==> src/rtl/reg_exec_pkg.sv <==
// Package: shared operation codes, flag bundle and decode helpers for the
// register/immediate execute unit. Assumes a 5-bit operation code.
package reg_exec_pkg;

    localparam int OPC_W = 5;

    typedef enum logic [OPC_W-1:0] {
        OPC_LDIMM  = 5'b00001,
        OPC_MSKIMM = 5'b00010,
        OPC_ADDIMM = 5'b00011,
        OPC_SHL    = 5'b10000,
        OPC_ROL    = 5'b10001,
        OPC_SHR    = 5'b10010,
        OPC_SRA    = 5'b10011,
        OPC_INV    = 5'b10100,
        OPC_ADD    = 5'b10101,
        OPC_SUB    = 5'b10110,
        OPC_AND    = 5'b10111,
        OPC_IOR    = 5'b11000,
        OPC_XOR    = 5'b11001
    } opc_e;

    // Which execution path produces the result
    typedef enum logic [1:0] {
        PATH_SHIFT = 2'd0,
        PATH_LOGIC = 2'd1,
        PATH_ARITH = 2'd2,
        PATH_IMM   = 2'd3
    } path_e;

    typedef struct packed {
        logic v;
        logic c;
        logic z;
        logic n;
    } flags_t;

    // True for every operation code the unit executes
    function automatic logic opc_known(input logic [OPC_W-1:0] code);
        return (code >= 5'b00001 && code <= 5'b00011) ||
               (code >= 5'b10000 && code <= 5'b11001);
    endfunction

    // True for operations that force overflow to zero
    function automatic logic opc_no_ovf(input logic [OPC_W-1:0] code);
        return (code >= 5'b10000 && code <= 5'b10100) ||
               (code >= 5'b10111 && code <= 5'b11001) ||
               code == 5'b00001 || code == 5'b00010;
    endfunction

endpackage

==> src/rtl/exec_shift_unit.sv <==
// Shift/rotate path: shifts A by a 5-bit amount in one of four styles and
// reports the last bit moved out. Assumes DATA_W is a power of two.
module exec_shift_unit #(
    parameter int DATA_W = 32,
    localparam int SH_W  = $clog2(DATA_W)
) (
    input  logic [DATA_W-1:0] opnd,
    input  logic [SH_W-1:0]   amt,
    input  logic [1:0]        style,   // 0 shl, 1 rol, 2 shr, 3 sra
    output logic [DATA_W-1:0] res,
    output logic              cout
);
    localparam logic [SH_W:0] DW_V = DATA_W[SH_W:0];

    logic [DATA_W:0] left_w;
    logic [DATA_W:0] right_w;
    logic [DATA_W:0] arith_w;
    logic [DATA_W-1:0] rot_v;
    logic [SH_W:0]     back_amt;

    // Form every shift variant with one guard bit that catches the exit bit
    always_comb begin
        left_w   = {1'b0, opnd} << amt;
        right_w  = {opnd, 1'b0} >> amt;
        arith_w  = DATA_W'(0) | ($signed({opnd, 1'b0}) >>> amt);
        back_amt = DW_V - {1'b0, amt};
        rot_v    = (opnd << amt) | (opnd >> back_amt);
    end

    // Pick the requested variant and its carry
    always_comb begin
        unique case (style)
            2'd0: begin res = left_w[DATA_W-1:0]; cout = left_w[DATA_W]; end
            2'd1: begin res = rot_v; cout = (amt != '0) && rot_v[0]; end
            2'd2: begin res = right_w[DATA_W:1]; cout = right_w[0]; end
            default: begin res = arith_w[DATA_W:1]; cout = arith_w[0]; end
        endcase
    end
endmodule

==> src/rtl/exec_addsub_unit.sv <==
// Add/subtract path: two's-complement add or subtract with carry
// (inverted borrow on subtract) and signed overflow.
module exec_addsub_unit #(
    parameter int DATA_W = 32
) (
    input  logic [DATA_W-1:0] a,
    input  logic [DATA_W-1:0] b,
    input  logic              sub,
    output logic [DATA_W-1:0] sum,
    output logic              cout,
    output logic              ovf
);
    logic [DATA_W-1:0] b_eff;

    // Single adder with conditional inversion of B and carry-in
    always_comb begin
        b_eff       = sub ? ~b : b;
        {cout, sum} = {1'b0, a} + {1'b0, b_eff} + {{DATA_W{1'b0}}, sub};
        ovf         = (a[DATA_W-1] == b_eff[DATA_W-1]) &&
                      (sum[DATA_W-1] != a[DATA_W-1]);
    end
endmodule

==> src/rtl/exec_logic_unit.sv <==
// Bitwise path: invert, AND, OR, XOR. No flag side effects here.
module exec_logic_unit #(
    parameter int DATA_W = 32
) (
    input  logic [DATA_W-1:0] a,
    input  logic [DATA_W-1:0] b,
    input  logic [1:0]        fn,   // 0 inv, 1 and, 2 or, 3 xor
    output logic [DATA_W-1:0] res
);
    // Select the bitwise function
    always_comb begin
        unique case (fn)
            2'd0:    res = ~a;
            2'd1:    res = a & b;
            2'd2:    res = a | b;
            default: res = a ^ b;
        endcase
    end
endmodule

==> src/rtl/reg_exec_unit.sv <==
// Top: decodes the operation code, routes operands to the shift, bitwise and
// add/subtract paths, and registers result, write strobe and flags one cycle
// after issue. Destination 0 suppresses the write only. Unsupported codes
// leave the flags unchanged.
module reg_exec_unit
    import reg_exec_pkg::*;
#(
    parameter int DATA_W  = 32,
    parameter int IMM_W   = 20,
    parameter int RSEL_W  = 3,
    localparam int SH_W   = $clog2(DATA_W)
) (
    input  logic              clk,
    input  logic              rst_n,
    input  logic              issue_vld,
    input  logic [4:0]        op_code,
    input  logic [RSEL_W-1:0] dst_sel,
    input  logic [DATA_W-1:0] src_a,
    input  logic [DATA_W-1:0] src_b,
    input  logic [IMM_W-1:0]  imm_fld,
    output logic [DATA_W-1:0] wb_data,
    output logic              wb_en,
    output logic              flag_v,
    output logic              flag_c,
    output logic              flag_z,
    output logic              flag_n
);
    localparam int PAD_W = DATA_W - IMM_W;

    logic [DATA_W-1:0] imm_sx, imm_zx;
    logic [DATA_W-1:0] sh_res, lg_res, as_res, as_b, lg_b, nxt_res;
    logic              sh_c, as_c, as_v, as_sub;
    logic [1:0]        lg_fn;
    logic              known;
    path_e             path;
    flags_t            nxt_fl, fl_q;

    // Extend the immediate both ways
    always_comb begin
        imm_sx = {{PAD_W{imm_fld[IMM_W-1]}}, imm_fld};
        imm_zx = {{PAD_W{1'b0}}, imm_fld};
    end

    // Decode the operation code into a path and operand selects
    always_comb begin
        known  = opc_known(op_code);
        path   = PATH_IMM;
        as_sub = 1'b0;
        as_b   = src_b;
        lg_b   = src_b;
        lg_fn  = 2'd1;
        unique case (op_code)
            OPC_SHL, OPC_ROL, OPC_SHR, OPC_SRA: path = PATH_SHIFT;
            OPC_INV:    begin path = PATH_LOGIC; lg_fn = 2'd0; end
            OPC_AND:    begin path = PATH_LOGIC; lg_fn = 2'd1; end
            OPC_IOR:    begin path = PATH_LOGIC; lg_fn = 2'd2; end
            OPC_XOR:    begin path = PATH_LOGIC; lg_fn = 2'd3; end
            OPC_ADD:    path = PATH_ARITH;
            OPC_SUB:    begin path = PATH_ARITH; as_sub = 1'b1; end
            OPC_ADDIMM: begin path = PATH_ARITH; as_b = imm_sx; end
            OPC_MSKIMM: begin path = PATH_LOGIC; lg_b = imm_zx; end
            default:    path = PATH_IMM;
        endcase
    end

    exec_shift_unit #(.DATA_W(DATA_W)) u_shift (
        .opnd  (src_a),
        .amt   (src_b[SH_W-1:0]),
        .style (op_code[1:0]),
        .res   (sh_res),
        .cout  (sh_c)
    );

    exec_logic_unit #(.DATA_W(DATA_W)) u_logic (
        .a   (src_a),
        .b   (lg_b),
        .fn  (lg_fn),
        .res (lg_res)
    );

    exec_addsub_unit #(.DATA_W(DATA_W)) u_addsub (
        .a    (src_a),
        .b    (as_b),
        .sub  (as_sub),
        .sum  (as_res),
        .cout (as_c),
        .ovf  (as_v)
    );

    // Merge the path outputs into the next result and flags
    always_comb begin
        nxt_fl = '0;
        unique case (path)
            PATH_SHIFT: begin nxt_res = sh_res; nxt_fl.c = sh_c; end
            PATH_LOGIC: nxt_res = lg_res;
            PATH_ARITH: begin nxt_res = as_res; nxt_fl.c = as_c; nxt_fl.v = as_v; end
            default:    nxt_res = imm_sx;
        endcase
        nxt_fl.z = (nxt_res == '0);
        nxt_fl.n = nxt_res[DATA_W-1];
    end

    // Register result, write strobe and flags
    always_ff @(posedge clk) begin
        if (!rst_n) begin
            wb_data <= '0;
            wb_en   <= 1'b0;
            fl_q    <= '0;
        end else if (issue_vld && known) begin
            wb_data <= nxt_res;
            wb_en   <= (dst_sel != '0);
            fl_q    <= nxt_fl;
        end else begin
            wb_en   <= 1'b0;
        end
    end

    assign flag_v = fl_q.v;
    assign flag_c = fl_q.c;
    assign flag_z = fl_q.z;
    assign flag_n = fl_q.n;


    r0_no_write_chk: assert property (@(posedge clk) disable iff (!rst_n)
        (issue_vld && dst_sel == '0) |=> !wb_en);


    idle_no_write_chk: assert property (@(posedge clk) disable iff (!rst_n)
        !(issue_vld && opc_known(op_code)) |=> (!wb_en && $stable(fl_q)));


    zn_agree_chk: assert property (@(posedge clk) disable iff (!rst_n)
        (issue_vld && opc_known(op_code)) |=>
            (flag_z == (wb_data == '0) && flag_n == wb_data[DATA_W-1]));


    bitwise_ovf_clear_chk: assert property (@(posedge clk) disable iff (!rst_n)
        (issue_vld && opc_no_ovf(op_code)) |=> !flag_v);


    mask_high_zero_chk: assert property (@(posedge clk) disable iff (!rst_n)
        (issue_vld && op_code == OPC_MSKIMM) |=> (wb_data[DATA_W-1:IMM_W] == '0));


    strobe_follows_chk: assert property (@(posedge clk) disable iff (!rst_n)
        (issue_vld && opc_known(op_code) && dst_sel != '0) |=> wb_en);
endmodule

==> config.mk <==
export PLATFORM = sky130hd
export DESIGN_NAME = reg_exec_unit
export DESIGN_NICKNAME = d
export VERILOG_FILES = /design/src/rtl/reg_exec_pkg.sv /design/src/rtl/exec_shift_unit.sv /design/src/rtl/exec_addsub_unit.sv /design/src/rtl/exec_logic_unit.sv /design/src/rtl/reg_exec_unit.sv
export SDC_FILE = /design/constraint.sdc
export NUM_CORES = 1
export LEC_CHECK = 0
export BUFFER_PORTS_ARGS = -buffer_cell sky130_fd_sc_hd__buf_2
export CELL_PAD_IN_SITES_DETAIL_PLACEMENT = 1
export CELL_PAD_IN_SITES_GLOBAL_PLACEMENT = 1
export CORE_MARGIN = 4
export CORE_UTILIZATION = 24
export DETAILED_ROUTE_END_ITERATION = 8
export PLACE_DENSITY_LB_ADDON = 0.1
export SLEW_MARGIN = 30
export SYNTH_ARGS = -nofsm -noshare
export SYNTH_HDL_FRONTEND = slang
export SYNTH_SLANG_ARGS = --single-unit
==> constraint.sdc <==
create_clock -name clk -period 9.7 [get_ports clk]
set_input_delay 2.91 -clock clk [delete_from_list [all_inputs] [get_ports clk]]
set_output_delay 2.91 -clock clk [all_outputs]
set_load 0.05 [all_outputs]
Word-level counts from Yosys, hierarchy flattened

Index checks and enable logic that the tools add are counted.
W data, S select, Z words.

Bits in latches: 0
Output and inout bits: 37
Input bits: 95
Register bits after elaboration: 37
Logic and storage cells: 72
Memories: 0
RAM bits: 0
Bits in read-only memories: 0

Divide/modulo/power cells: 0
Multiplexer cells: 12
Add/subtract/negate cells: 3
$lt $le $gt $ge: 4
Shift-type cells: 5
Equal/unequal tests: 20
Bitwise logic cells: 6
Reduce and logical (&&, ||, !) cells: 16
Multipliers: 0

Operators by type and width:

| operator              | count |
|---|---|
| $pmux W32 S3          | 3 |
| $mux W32              | 3 |
| $not A32 Y32          | 2 |
| $or A32 B32 Y32       | 2 |
| $eq A5 B5 Y1 const B  | 10 |
| $add A32 B32 Y33      | 1 |
| $add A33 B1 Y33       | 1 |
| $shl A32 B5 Y33       | 1 |
| $shr A33 B5 Y33       | 1 |
| $sshr A33 B5 Y33      | 1 |
| $and A32 B32 Y32      | 1 |
| $logic_not A32 Y1     | 1 |
| $shl A32 B5 Y32       | 1 |
| $shr A32 B6 Y32       | 1 |
| $xor A32 B32 Y32      | 1 |
| $pmux W2 S3           | 2 |
| $eq A5 B2 Y1 const B  | 2 |
| $eq A2 B1 Y1 const B  | 3 |
| $eq A2 B2 Y1 const B  | 3 |
| $logic_not A2 Y1      | 3 |
| $sub A6 B5 Y6 const A | 1 |
| $ge A5 B1 Y1 const B  | 1 |
| $ge A5 B5 Y1 const B  | 1 |
| $le A5 B2 Y1 const B  | 1 |
| 14 further kinds      | 19 |

Longest topological paths before layout

Gate-level depths: netlist of the first run.

Word-level depth: 9
Depth in mapped cells: 21

Hierarchy

Synthesis of the first run repeated with hierarchy kept, for this count alone.

Cells, all modules: 1736
Area total of the unflattened synthesis: 13897.1 um^2

Modules (own cells, without submodules):

| module           | cells each | sequential area each (um^2) | area each (um^2) | times used |
|---|---|---|---|---|
| exec_shift_unit  | 838        | 0.0                         | 6841.6           | 1 |
| reg_exec_unit    | 422        | 720.7                       | 3086.7           | 1 |
| exec_logic_unit  | 200        | 0.0                         | 1985.7           | 1 |
| exec_addsub_unit | 276        | 0.0                         | 1983.2           | 1 |

Least setup slack after synthesis of the first run

Ideal clock, no wire load.

Path kind: input -> register
Start point: input src_b[3]
End point: register fl_q (netlist bit flag_z)
Buffers on the path: 6
Required time: 9640 ps
Arrival: 7786 ps
Slack: 1854 ps
Cell stages on the path: 20
Library setup time: 60 ps
Path through: clkbuf_1 clkbuf_1 buf_1 clkbuf_1 buf_1 clkbuf_1 mux2i_1 xnor2_1 ha_1 nand2_1 o211ai_1 a41oi_1 a31o_1 a2111oi_2 o21bai_1 a211o_1 or4_4 a2111oi_4 nand4_1 nand2_1

Word-level cells in the longest chain between the ends: 7
Elaborated cells between the ends (all ways): 20

Ends and longest elaborated chain:

| item                   | line                   | source |
|---|---|---|
| start: declaration     | reg_exec_unit.sv:19    | `input logic [DATA_W-1:0] src_b,` |
| $mux W32               | reg_exec_unit.sv:52    | `unique case (op_code)` |
| $not A32 Y32           | exec_addsub_unit.sv:17 | `b_eff = sub ? ~b : b;` |
| $mux W32               | exec_addsub_unit.sv:17 |  |
| $add A32 B32 Y33       | exec_addsub_unit.sv:18 | `{cout, sum} = {1'b0, a} + {1'b0, b_eff} + {{DATA_W{1'b0}}, sub};` |
| $add A33 B1 Y33        | exec_addsub_unit.sv:18 |  |
| $pmux W32 S3 (*)       | reg_exec_unit.sv:93    | `unique case (path)` |
| $logic_not A32 Y1 (*)  | reg_exec_unit.sv:99    | `nxt_fl.z = (nxt_res == '0);` |
| end signal: assignment | reg_exec_unit.sv:112   | `fl_q <= nxt_fl;` |
| end: declaration       | reg_exec_unit.sv:36    | `flags_t nxt_fl, fl_q;` |

Mark *: on every way between the ends. The rest lies on a longest branch, timed or not.
A chain may end at the register's enable or synchronous reset.

Worst setup path after layout of the first run

Start point: input op_code[2]
End point: register fl_q (netlist bit flag_z)

Word-level cells in the longest chain between the ends: 8
Elaborated cells between the ends (all ways): 44

Ends and longest elaborated chain:

| item               | line                   | source |
|---|---|---|
| start: declaration | reg_exec_unit.sv:16    | `input logic [4:0] op_code,` |
| $eq A5 B2 Y1       | reg_exec_unit.sv:52    |  |
| $mux W32           | reg_exec_unit.sv:52    |  |
| $not A32 Y32       | exec_addsub_unit.sv:17 |  |
| $mux W32           | exec_addsub_unit.sv:17 |  |
| $add A32 B32 Y33   | exec_addsub_unit.sv:18 |  |
| $add A33 B1 Y33    | exec_addsub_unit.sv:18 |  |
| $pmux W32 S3       | reg_exec_unit.sv:93    |  |
| $logic_not A32 Y1  | reg_exec_unit.sv:99    |  |

Parallel ways exist; a longest one is shown, timed or not.

==> flow_metrics.env, run 1 <==
export IMPL_status="completed"
export IMPL_grt_overflow_total=0
export IMPL_met2_length_um=39100
export IMPL_netlist_cell_type_count=97
export IMPL_cts_resized=0
export IMPL_hold_end="wb_data[18]$_SDFFE_PN0P_"
export IMPL_slowest_delay_ns=0.84
export IMPL_syn_to_final_growth_pct=10.6
export IMPL_dieArea_sq_um=63200
export IMPL_dp_hpwl_um=69800
export IMPL_p_leak_nw=6.43
export IMPL_die_w_um=251
export IMPL_cts_tree="done"
export IMPL_initial_core_util_pct=24.4
export IMPL_track_usage_pct=27.1
export IMPL_crit_path_end_kind="register"
export IMPL_dp_slack_ns=1.18
export IMPL_synth_area_sq_um=14200
export IMPL_syn_nets=2077
export IMPL_grt_max_degree=113
export IMPL_root_buffer="clkbuf_16"
export IMPL_fin_ws_ns=1.28
export IMPL_crit_path_frequent_cell="nor3_1"
export IMPL_tightestPinTransition_ns=0.964
export IMPL_critPathMaxFanout=24
export IMPL_crit_chain="buf_2 > nor3_1 > nand2_2 > buf_4 > mux2i_1 > xnor2_1 > ha_1 > a21o_1 > o21ai_0 > a211o_1 > a31o_1 > a2111oi_2 > nor3_1 > nor4b_1 > o2111ai_1 > a2111oi_4 > nand4_1 > nand2_1"
export IMPL_ys_ff_latch=36
export IMPL_drt_met1_wl_um=41800
export IMPL_rsz0062_at_grt="false"
export IMPL_ir_drop_mv=0.133
export IMPL_critical_path_class="primary input to register"
export IMPL_post_cts_setup_buffers=0
export IMPL_drive_gt1_share_pct=21.1
export IMPL_critical_path_arrival_ns=8.64
export IMPL_slowest_stage="nor4b_1"
export IMPL_routed_wl_um=89400
export IMPL_min_delay_path_depth=2
export IMPL_worstHoldStart="wb_data[18]$_SDFFE_PN0P_"
export IMPL_powerDensity_nw_per_um2=86.8
export IMPL_drv_cap=0
export IMPL_port_buffers=131
export IMPL_rows=88
export IMPL_synth_edf_count=0
export IMPL_route_met3_wl_um=5840
export IMPL_finalHoldViolCount=0
export IMPL_antenna_found_initial=2
export IMPL_nets=2080
export IMPL_grt_pass1_wl_um=127000
export IMPL_fin_tns_setup_ns=0
export IMPL_vias_per_cell=6.30
export IMPL_htree_levels=2
export IMPL_num_fill_cells=7015
export IMPL_finalCritPeriodShare_pct=86.8
export IMPL_netlist_instances=1877
export IMPL_required_ns=9.92
export IMPL_clock_sinks=36
export IMPL_drc_errors=0
export IMPL_slew_violations=0
export IMPL_drt_first_pass_iters=5
export IMPL_grt_pass1_vias=16300
export IMPL_async_flop_share_pct=0
export IMPL_cts_hold_repair_buffers=0
export IMPL_path_clk_slew_ns=0.06
export IMPL_yosysWarnings=0
export IMPL_avgSynthCellArea_sq_um=7.57
export IMPL_diodes=0
export IMPL_period_needed_ns=8.42
export IMPL_r2r_end="wb_data[2]$_SDFFE_PN0P_"
export IMPL_gp_congestion=1.02
export IMPL_num_vias=16700
export IMPL_hold_class="register to register"
export IMPL_core_sq_um=58100
export IMPL_max_freq_ghz=0.119
export IMPL_r2r_start="wb_data[2]$_SDFFE_PN0P_"
export IMPL_first_iter_violations=1835
export IMPL_clockBufferDepth=2
export IMPL_relSlewSlack_pct=33.9
export IMPL_synth_flop_cell="dfxtp_1"
export IMPL_wire_per_inst_um=33.8
export IMPL_topRoutingLayerUsed="met5"
export IMPL_finClkSkew_ns=0
export IMPL_start_kind="primary input"
export IMPL_clock_latency_ns=0.28
export IMPL_die_height_um=251
export IMPL_yosysSeqAreaShare_pct=5.07
export IMPL_rrSetupSlack_ns=8.70
export IMPL_ios=132
export IMPL_setup_viol_count_final=0
export IMPL_final_antenna_net_count=0
export IMPL_cts_buffers_inserted=5
export IMPL_reg2reg_depth=2
## sequential cells by signal, summed over array words and instances (netlist names)
signal   cells
flag_c       1
flag_v       1
flag_z       1
wb_data     32
wb_en        1
## cell families after synthesis
logic type,after synthesis,synth area share [%]
AO/OA/AOI/OAI,578,28.5
AND/OR/NAND/NOR,565,19.2
buffers and inverters,285,8.21
multiplexers,257,26.5
adder cells (fa/ha/maj),105,9.30
XOR/XNOR,51,3.20
flip-flops,36,5.07
## routing by layer
metal | vias to the layer above | GRT usage (%)
met5 | - | 0
met4 | 2 | 6.88
met2 | 723 | 42.2
met1 | 8637 | 40.1
met3 | 108 | 2.81
li1 | 7199 | -
## through the flow
stage	cell area [sq um]	hold slack, ns	cells	power, mW	util (%)
2_1_floorplan	14200	0.674	1877	0.789	-
5_1_grt	15700	0.502	2646	1.43	27.0
3_3_place_gp	15500	0.455	2638	1.16	26.7
6_report	15700	0.467	2646	1.36	27.0
3_5_place_dp	15500	0.464	2638	1.16	26.7
4_1_cts	15700	0.472	2646	1.35	27.0
## synthesized netlist by cell type (11+ instances only)
cell type    n  area (sq um)
ha_1       104          1300
a211o_1     13           114
nor2_1     141           529
nand3_1     42           210
nor3b_1     11          82.6
nand2_1    176           661
nor2b_1     12          75.1
a221oi_1    24           210
mux2_2      65           732
a221o_1     12           120
nand2b_1    19           119
o211ai_1    23           173
inv_1       87           327
o31ai_1     11          82.6
o22ai_1     44           275
a21oi_1    115           576
o211a_1     12           120
dfxtp_1     36           721
nor3_1      55           275
buf_2       41           205
mux4_2      89          2000
a211oi_1    34           255
nor4_1      14          87.6
buf_1       27           101
mux2i_1    101          1010
nand4_1     14          87.6
and3_1      15          93.8
a31oi_1     26           163
o21ai_0     94           470
clkbuf_1   119           447
a2111oi_0   11          96.3
a21o_1      23           173
xnor2_1     42           368
## power by group
group          internal (mW)  total (mW)  switching, mW
clock network          0.121       0.182         0.0614
registers              0.159       0.165        0.00616
logic                  0.339        1.02          0.678
## critical path: cells and delay by family
| family | cells | cell delay, ns |
|---|---|---|
| buffers and inverters | 2 | 0.62 |
| AND/OR/NAND/NOR | 6 | 2.18 |
| adder cells (fa/ha/maj) | 1 | 0.42 |
| AO/OA/AOI/OAI | 7 | 2.17 |
| multiplexers | 1 | 0.16 |
| XOR/XNOR | 1 | 0.14 |
## worst max path at each step
stage	to	from	slack, ns
global placement	flag_z$_SDFFE_PN0P_	op_code[0]	1.24
CTS	flag_z$_SDFFE_PN0P_	op_code[2]	1.44
detailed placement	flag_z$_SDFFE_PN0P_	op_code[2]	1.18
floorplan	flag_z$_SDFFE_PN0P_	src_b[3]	1.85
finish	flag_z$_SDFFE_PN0P_	op_code[2]	1.28
global route	flag_z$_SDFFE_PN0P_	op_code[2]	1.01
## cell usage in the layout, fill, tap and decap left out, types with 55 or more instances in the layout
cell type,n
o21ai_0,94
nand2_1,175
inv_1,86
nor2_1,137
mux2_2,65
mux4_2,89
ha_1,103
buf_2,128
a21oi_1,113
nor3_1,55
mux2i_1,101
buf_4,60
## final cells by class
type / count / area, sq um / share of cell area (%)
flip-flops and latches: 36 / 721 / 4.59
well taps: 765 / 957 / 6.09
repair buffers: 190 / 1130 / 7.20
clock buffers: 5 / 125 / 0.796
multi-input cells: 1556 / 12400 / 78.9
clock inverters: 3 / 42.5 / 0.271
inverters: 91 / 342 / 2.17
Note: power is estimated with default switching activity, not from simulation.
==> run 2: changes to the inputs <==
--- a/config.mk
+++ b/config.mk
@@ -9,7 +9,7 @@
 export CELL_PAD_IN_SITES_DETAIL_PLACEMENT = 1
 export CELL_PAD_IN_SITES_GLOBAL_PLACEMENT = 1
 export CORE_MARGIN = 4
-export CORE_UTILIZATION = 24
+export CORE_UTILIZATION = 47
 export DETAILED_ROUTE_END_ITERATION = 8
 export PLACE_DENSITY_LB_ADDON = 0.1
 export SLEW_MARGIN = 30
==> flow_metrics.env, run 2 (synthesized netlist as in run 1, its figures left out) <==
export IMPL_num_vias=17600
export IMPL_r2r_start="wb_data[2]$_SDFFE_PN0P_"
export IMPL_initial_core_util_pct=47.8
export IMPL_final_antenna_net_count=0
export IMPL_track_usage_pct=46.4
export IMPL_nets=2060
export IMPL_p_comb_share_pct=74.3
export IMPL_syn_to_final_growth_pct=5.95
export IMPL_setup_viol_count_final=0
export IMPL_p_leak_nw=6.32
export IMPL_post_cts_setup_buffers=0
export IMPL_die_height_um=182
export IMPL_port_buffers=131
export IMPL_routed_wl_um=81000
export IMPL_mostFrequentLayoutCells="nand2_1, nor2_1, buf_2"
export IMPL_finalCritPeriodShare_pct=84.7
export IMPL_final_common_cell="nand2_1"
export IMPL_power_mw=1.36
export IMPL_rows=63
export IMPL_rrSetupSlack_ns=8.89
export IMPL_worstHoldStart="wb_data[10]$_SDFFE_PN0P_"
export IMPL_num_fill_cells=3737
export IMPL_placed_cell_area_sq_um=14900
export IMPL_dp_hpwl_um=60700
export IMPL_finalHoldViolCount=0
export IMPL_critPathMaxFanout=61
export IMPL_grt_pass1_vias=16700
export IMPL_hold_end="wb_data[10]$_SDFFE_PN0P_"
export IMPL_p_int_uw=612
export IMPL_largest_register="wb_data"
export IMPL_root_buffer="clkbuf_16"
export IMPL_largest_register_ffs=32
export IMPL_p_sw_uw=746
export IMPL_grt_pass1_wl_um=117000
export IMPL_finClkSkew_ns=0
export IMPL_critical_path_class="primary input to register"
export IMPL_required_ns=9.92
export IMPL_fin_tns_setup_ns=0
export IMPL_gp_congestion=1.09
export IMPL_slew_violations=0
export IMPL_crit_cells=18
export IMPL_die_w_um=182
export IMPL_sw_frac_of_total_pct=54.9
export IMPL_path_clk_slew_ns=0.06
export IMPL_slowest_delay_ns=0.95
export IMPL_period_needed_ns=8.22
export IMPL_antenna_found_initial=2
export IMPL_tightestPinTransition_ns=1.03
export IMPL_cts_buffers_inserted=5
export IMPL_powerDensity_nw_per_um2=90.2
export IMPL_path_delay_family="simple AND/OR/NAND/NOR gates"
export IMPL_cts_resized=0
export IMPL_htree_levels=2
export IMPL_hold_class="register to register"
export IMPL_critical_path_arrival_ns=8.44
export IMPL_clock_latency_ns=0.28
export IMPL_relSlewSlack_pct=31.0
export IMPL_crit_chain="buf_4 > inv_2 > buf_4 > a211oi_2 > nor3_1 > inv_1 > fa_1 > a21o_1 > nand4_1 > a21oi_1 > a21oi_1 > xnor2_1 > a2111oi_0 > and3_1 > nand4b_1 > nor4_1 > nand4_1 > nand2_1"
export IMPL_grt_max_degree=68
export IMPL_start_kind="primary input"
export IMPL_drv_cap=0
export IMPL_max_freq_ghz=0.122
export IMPL_cts_hold_repair_buffers=0
export IMPL_drc_errors=0
export IMPL_drt_first_pass_iters=7
export IMPL_crit_buf_inv=4
export IMPL_ir_drop_mv=0.0643
export IMPL_reg2reg_depth=2
export IMPL_clockBufferDepth=2
export IMPL_fin_util_pct=50.7
export IMPL_final_cell_area_sq_um=15100
export IMPL_clock_sinks=36
export IMPL_dieArea_sq_um=33100
export IMPL_grt_overflow_total=0
export IMPL_slowest_stage="a2111oi_0"
export IMPL_min_delay_path_depth=2
export IMPL_seqPwrFrac_pct=12.2
export IMPL_wire_per_inst_um=36.0
export IMPL_status="completed"
export IMPL_core_sq_um=29700
export IMPL_r2r_end="wb_data[2]$_SDFFE_PN0P_"
export IMPL_vias_per_cell=7.81
export IMPL_crit_path_end_kind="register"
export IMPL_first_iter_violations=3160
export IMPL_ios=132
export IMPL_clockPowerShare_pct=13.6
export IMPL_drive_gt1_share_pct=19.8
export IMPL_rsz0062_at_grt="false"
export IMPL_cts_tree="done"
run 2: stage by stage:
step	hold WS (ns)	instances	worst slack (ns)
2_1_floorplan	0.674	1877	1.85
3_3_place_gp	0.447	2243	1.62
3_5_place_dp	0.465	2243	1.45
4_1_cts	0.473	2251	1.72
5_1_grt	0.497	2251	1.24
6_report	0.467	2252	1.48
run 2: worst max path at each step:
stage                           to      from  slack [ns]
6_report       flag_z$_SDFFE_PN0P_  src_b[0]        1.48
5_1_grt        flag_z$_SDFFE_PN0P_  src_b[0]        1.24
4_1_cts        flag_z$_SDFFE_PN0P_  src_b[1]        1.72
3_5_place_dp   flag_z$_SDFFE_PN0P_  src_b[1]        1.45
3_3_place_gp   flag_z$_SDFFE_PN0P_  src_b[1]        1.62
2_1_floorplan  flag_z$_SDFFE_PN0P_  src_b[3]        1.85
run 2: area by class of cell:
| cell class | instances | area (sq um) | share of cell area [%] |
|---|---|---|---|
| Multi-Input combinational cell | 1556 | 12400 | 82.3 |
| Timing Repair Buffer | 170 | 956 | 6.35 |
| Sequential cell | 36 | 721 | 4.79 |
| Tap cell | 390 | 488 | 3.24 |
| Inverter | 91 | 342 | 2.27 |
| Clock buffer | 6 | 129 | 0.856 |
| Clock inverter | 2 | 35.0 | 0.233 |
| Antenna cell | 1 | 2.50 | 0.0166 |
run 2: metal layers:
layer / wire [um] / vias to the layer above / GRT usage, %
met5: 13 / - / 0
met1: 31300 / 8583 / 63.5
met2: 32100 / 1544 / 65.3
met4: 4690 / 2 / 18.8
met3: 13000 / 320 / 17.9
li1: - / 7139 / -
run 2: tightest hold or removal path, stage by stage, from the launching register on:
cell and delay (ns):
dfxtp_1 0.31, nand2_1 0.05, a21boi_0 0.06
run 2: power groups by stage:
stage	sequential [mW]	clock [mW]	combinational (mW)
floorplan	0.203	0	0.586
global placement	0.167	0	0.931
detailed placement	0.168	0	0.946
CTS	0.165	0.183	0.952
global route	0.166	0.189	1.04
finish	0.165	0.185	1.01
==> run 3: changes to the inputs <==
==> constraint.sdc (replaced) <==
create_clock -name clk -period 7.76 [get_ports clk]
set_input_delay 2.328 -clock clk [delete_from_list [all_inputs] [get_ports clk]]
set_output_delay 2.328 -clock clk [all_outputs]
set_load 0.05 [all_outputs]
==> flow_metrics.env, run 3 (synthesized netlist as in run 1, its figures left out) <==
export IMPL_status="completed"
export IMPL_final_common_cell="nand2_1"
export IMPL_start_kind="primary input"
export IMPL_ir_drop_mv=0.0793
export IMPL_grt_pass1_vias=17600
export IMPL_track_usage_pct=47.8
export IMPL_first_iter_violations=3162
export IMPL_required_ns=7.99
export IMPL_cts_buffers_inserted=5
export IMPL_max_freq_ghz=0.136
export IMPL_largest_register_ffs=32
export IMPL_drt_first_pass_iters=8
export IMPL_num_vias=18000
export IMPL_cts_tree="done"
export IMPL_final_antenna_net_count=0
export IMPL_clock_latency_ns=0.28
export IMPL_powerDensity_nw_per_um2=113
export IMPL_fin_tns_setup_ns=0
export IMPL_r2r_start="wb_data[5]$_SDFFE_PN0P_"
export IMPL_syn_to_final_growth_pct=8.22
export IMPL_finalCritPeriodShare_pct=94.8
export IMPL_dp_hpwl_um=63400
export IMPL_grt_overflow_total=0
export IMPL_clock_sinks=36
export IMPL_period_needed_ns=7.36
export IMPL_post_cts_setup_buffers=0
export IMPL_path_clk_slew_ns=0.06
export IMPL_reg2reg_depth=2
export IMPL_setup_viol_count_final=0
export IMPL_relSlewSlack_pct=28.0
export IMPL_tightestPinTransition_ns=1.07
export IMPL_slew_violations=0
export IMPL_initial_core_util_pct=47.8
export IMPL_finClkSkew_ns=0
export IMPL_root_buffer="clkbuf_16"
export IMPL_largest_register="wb_data"
export IMPL_power_mw=1.74
export IMPL_crit_path_end_kind="register"
export IMPL_gp_congestion=1.04
export IMPL_min_delay_path_depth=2
export IMPL_fin_util_pct=51.8
export IMPL_drt_met1_wl_um=31100
export IMPL_nets=2098
export IMPL_grt_pass1_wl_um=120000
export IMPL_port_buffers=131
export IMPL_routed_wl_um=83000
export IMPL_core_sq_um=29700
export IMPL_critical_path_arrival_ns=7.59
export IMPL_cts_hold_repair_buffers=0
export IMPL_topRoutingLayerUsed="met5"
export IMPL_hold_class="register to register"
export IMPL_die_w_um=182
export IMPL_route_met3_wl_um=12800
export IMPL_dieArea_sq_um=33100
export IMPL_critPathMaxFanout=33
export IMPL_final_cell_area_sq_um=15400
export IMPL_finalHoldViolCount=0
export IMPL_mostFrequentLayoutCells="nand2_1, nor2_1, buf_2"
export IMPL_cts_resized=0
export IMPL_antenna_found_initial=7
export IMPL_worstHoldStart="wb_data[18]$_SDFFE_PN0P_"
export IMPL_die_height_um=182
export IMPL_clockBufferDepth=2
export IMPL_rrSetupSlack_ns=6.93
export IMPL_rsz0062_at_grt="false"
export IMPL_r2r_end="wb_data[5]$_SDFFE_PN0P_"
export IMPL_num_fill_cells=3691
export IMPL_drc_errors=0
export IMPL_wire_per_inst_um=36.2
export IMPL_hold_end="wb_data[18]$_SDFFE_PN0P_"
export IMPL_p_leak_nw=6.52
export IMPL_vias_per_cell=7.83
export IMPL_drive_gt1_share_pct=21.4
export IMPL_critical_path_class="primary input to register"
export IMPL_met2_length_um=33400
export IMPL_placed_cell_area_sq_um=15200
export IMPL_ios=132
export IMPL_drv_cap=0
export IMPL_htree_levels=2
export IMPL_rows=63
export IMPL_grt_max_degree=113
run 3: cell types whose count changed in the layout (fill, tap and decap cells not counted), moves of 2 or more:
cell / change
buf_4: +35
buf_12: +2
diode_2: +2
nor2_1: +2
nor2_2: -2
run 3: area by class of cell:
class,count,area [sq um],area share (%)
clock buffers,5,125,0.814
repair buffers,208,1290,8.36
diodes,3,7.51,0.0488
flip-flops and latches,36,721,4.69
well taps,390,488,3.17
inverters,91,342,2.22
multi-input cells,1556,12400,80.4
clock inverters,3,42.5,0.277
run 3: worst max-delay path by stage:
| stage | slack, ns | cells past startpoint | startpoint | end |
|---|---|---|---|---|
| floorplan | 0.50 | 20 | src_b[3] | flag_z$_SDFFE_PN0P_ |
| global placement | 0.58 | 18 | op_code[4] | flag_z$_SDFFE_PN0P_ |
| detailed placement | 0.41 | 18 | op_code[4] | flag_z$_SDFFE_PN0P_ |
| CTS | 0.62 | 18 | op_code[4] | flag_z$_SDFFE_PN0P_ |
| global route | 0.24 | 18 | op_code[4] | flag_z$_SDFFE_PN0P_ |
| finish | 0.40 | 18 | op_code[4] | flag_z$_SDFFE_PN0P_ |
run 3: layer usage:
layer,vias to the layer above,GRT usage (%)
met5,-,0
met4,10,23.7
met3,367,16.6
li1,7222,-
met2,1594,68.4
met1,8764,63.6
run 3: worst max-delay path, cell delays in order:
cell       delay [ns]
buf_2            0.21
nor3_1           0.49
nand2_1          0.12
buf_4            0.30
mux2i_1          0.20
xnor2_1          0.16
ha_1             0.40
nand2_1          0.12
o211ai_1         0.29
a41oi_1          0.31
a31o_1           0.30
a2111oi_2        0.66
o21bai_1         0.21
a211o_1          0.32
or4_4            0.56
a2111oi_4        0.31
nand4_1          0.14
nand2_1          0.11
run 3: where the power goes:
group          internal [mW]  total (mW)  switching, mW  leakage (nW)
Combinational          0.433        1.30          0.866          6.14
Clock                  0.151       0.237         0.0861        0.0798
Sequential             0.198       0.207        0.00841         0.295
Total                  0.782        1.74          0.960          6.52
run 3: per-stage QoR:
step	setup slack, ns	instances	hold slack [ns]
2_1_floorplan	0.496	1877	0.674
3_3_place_gp	0.578	2280	0.446
3_5_place_dp	0.410	2280	0.441
4_1_cts	0.616	2288	0.471
5_1_grt	0.241	2290	0.491
6_report	0.403	2292	0.484
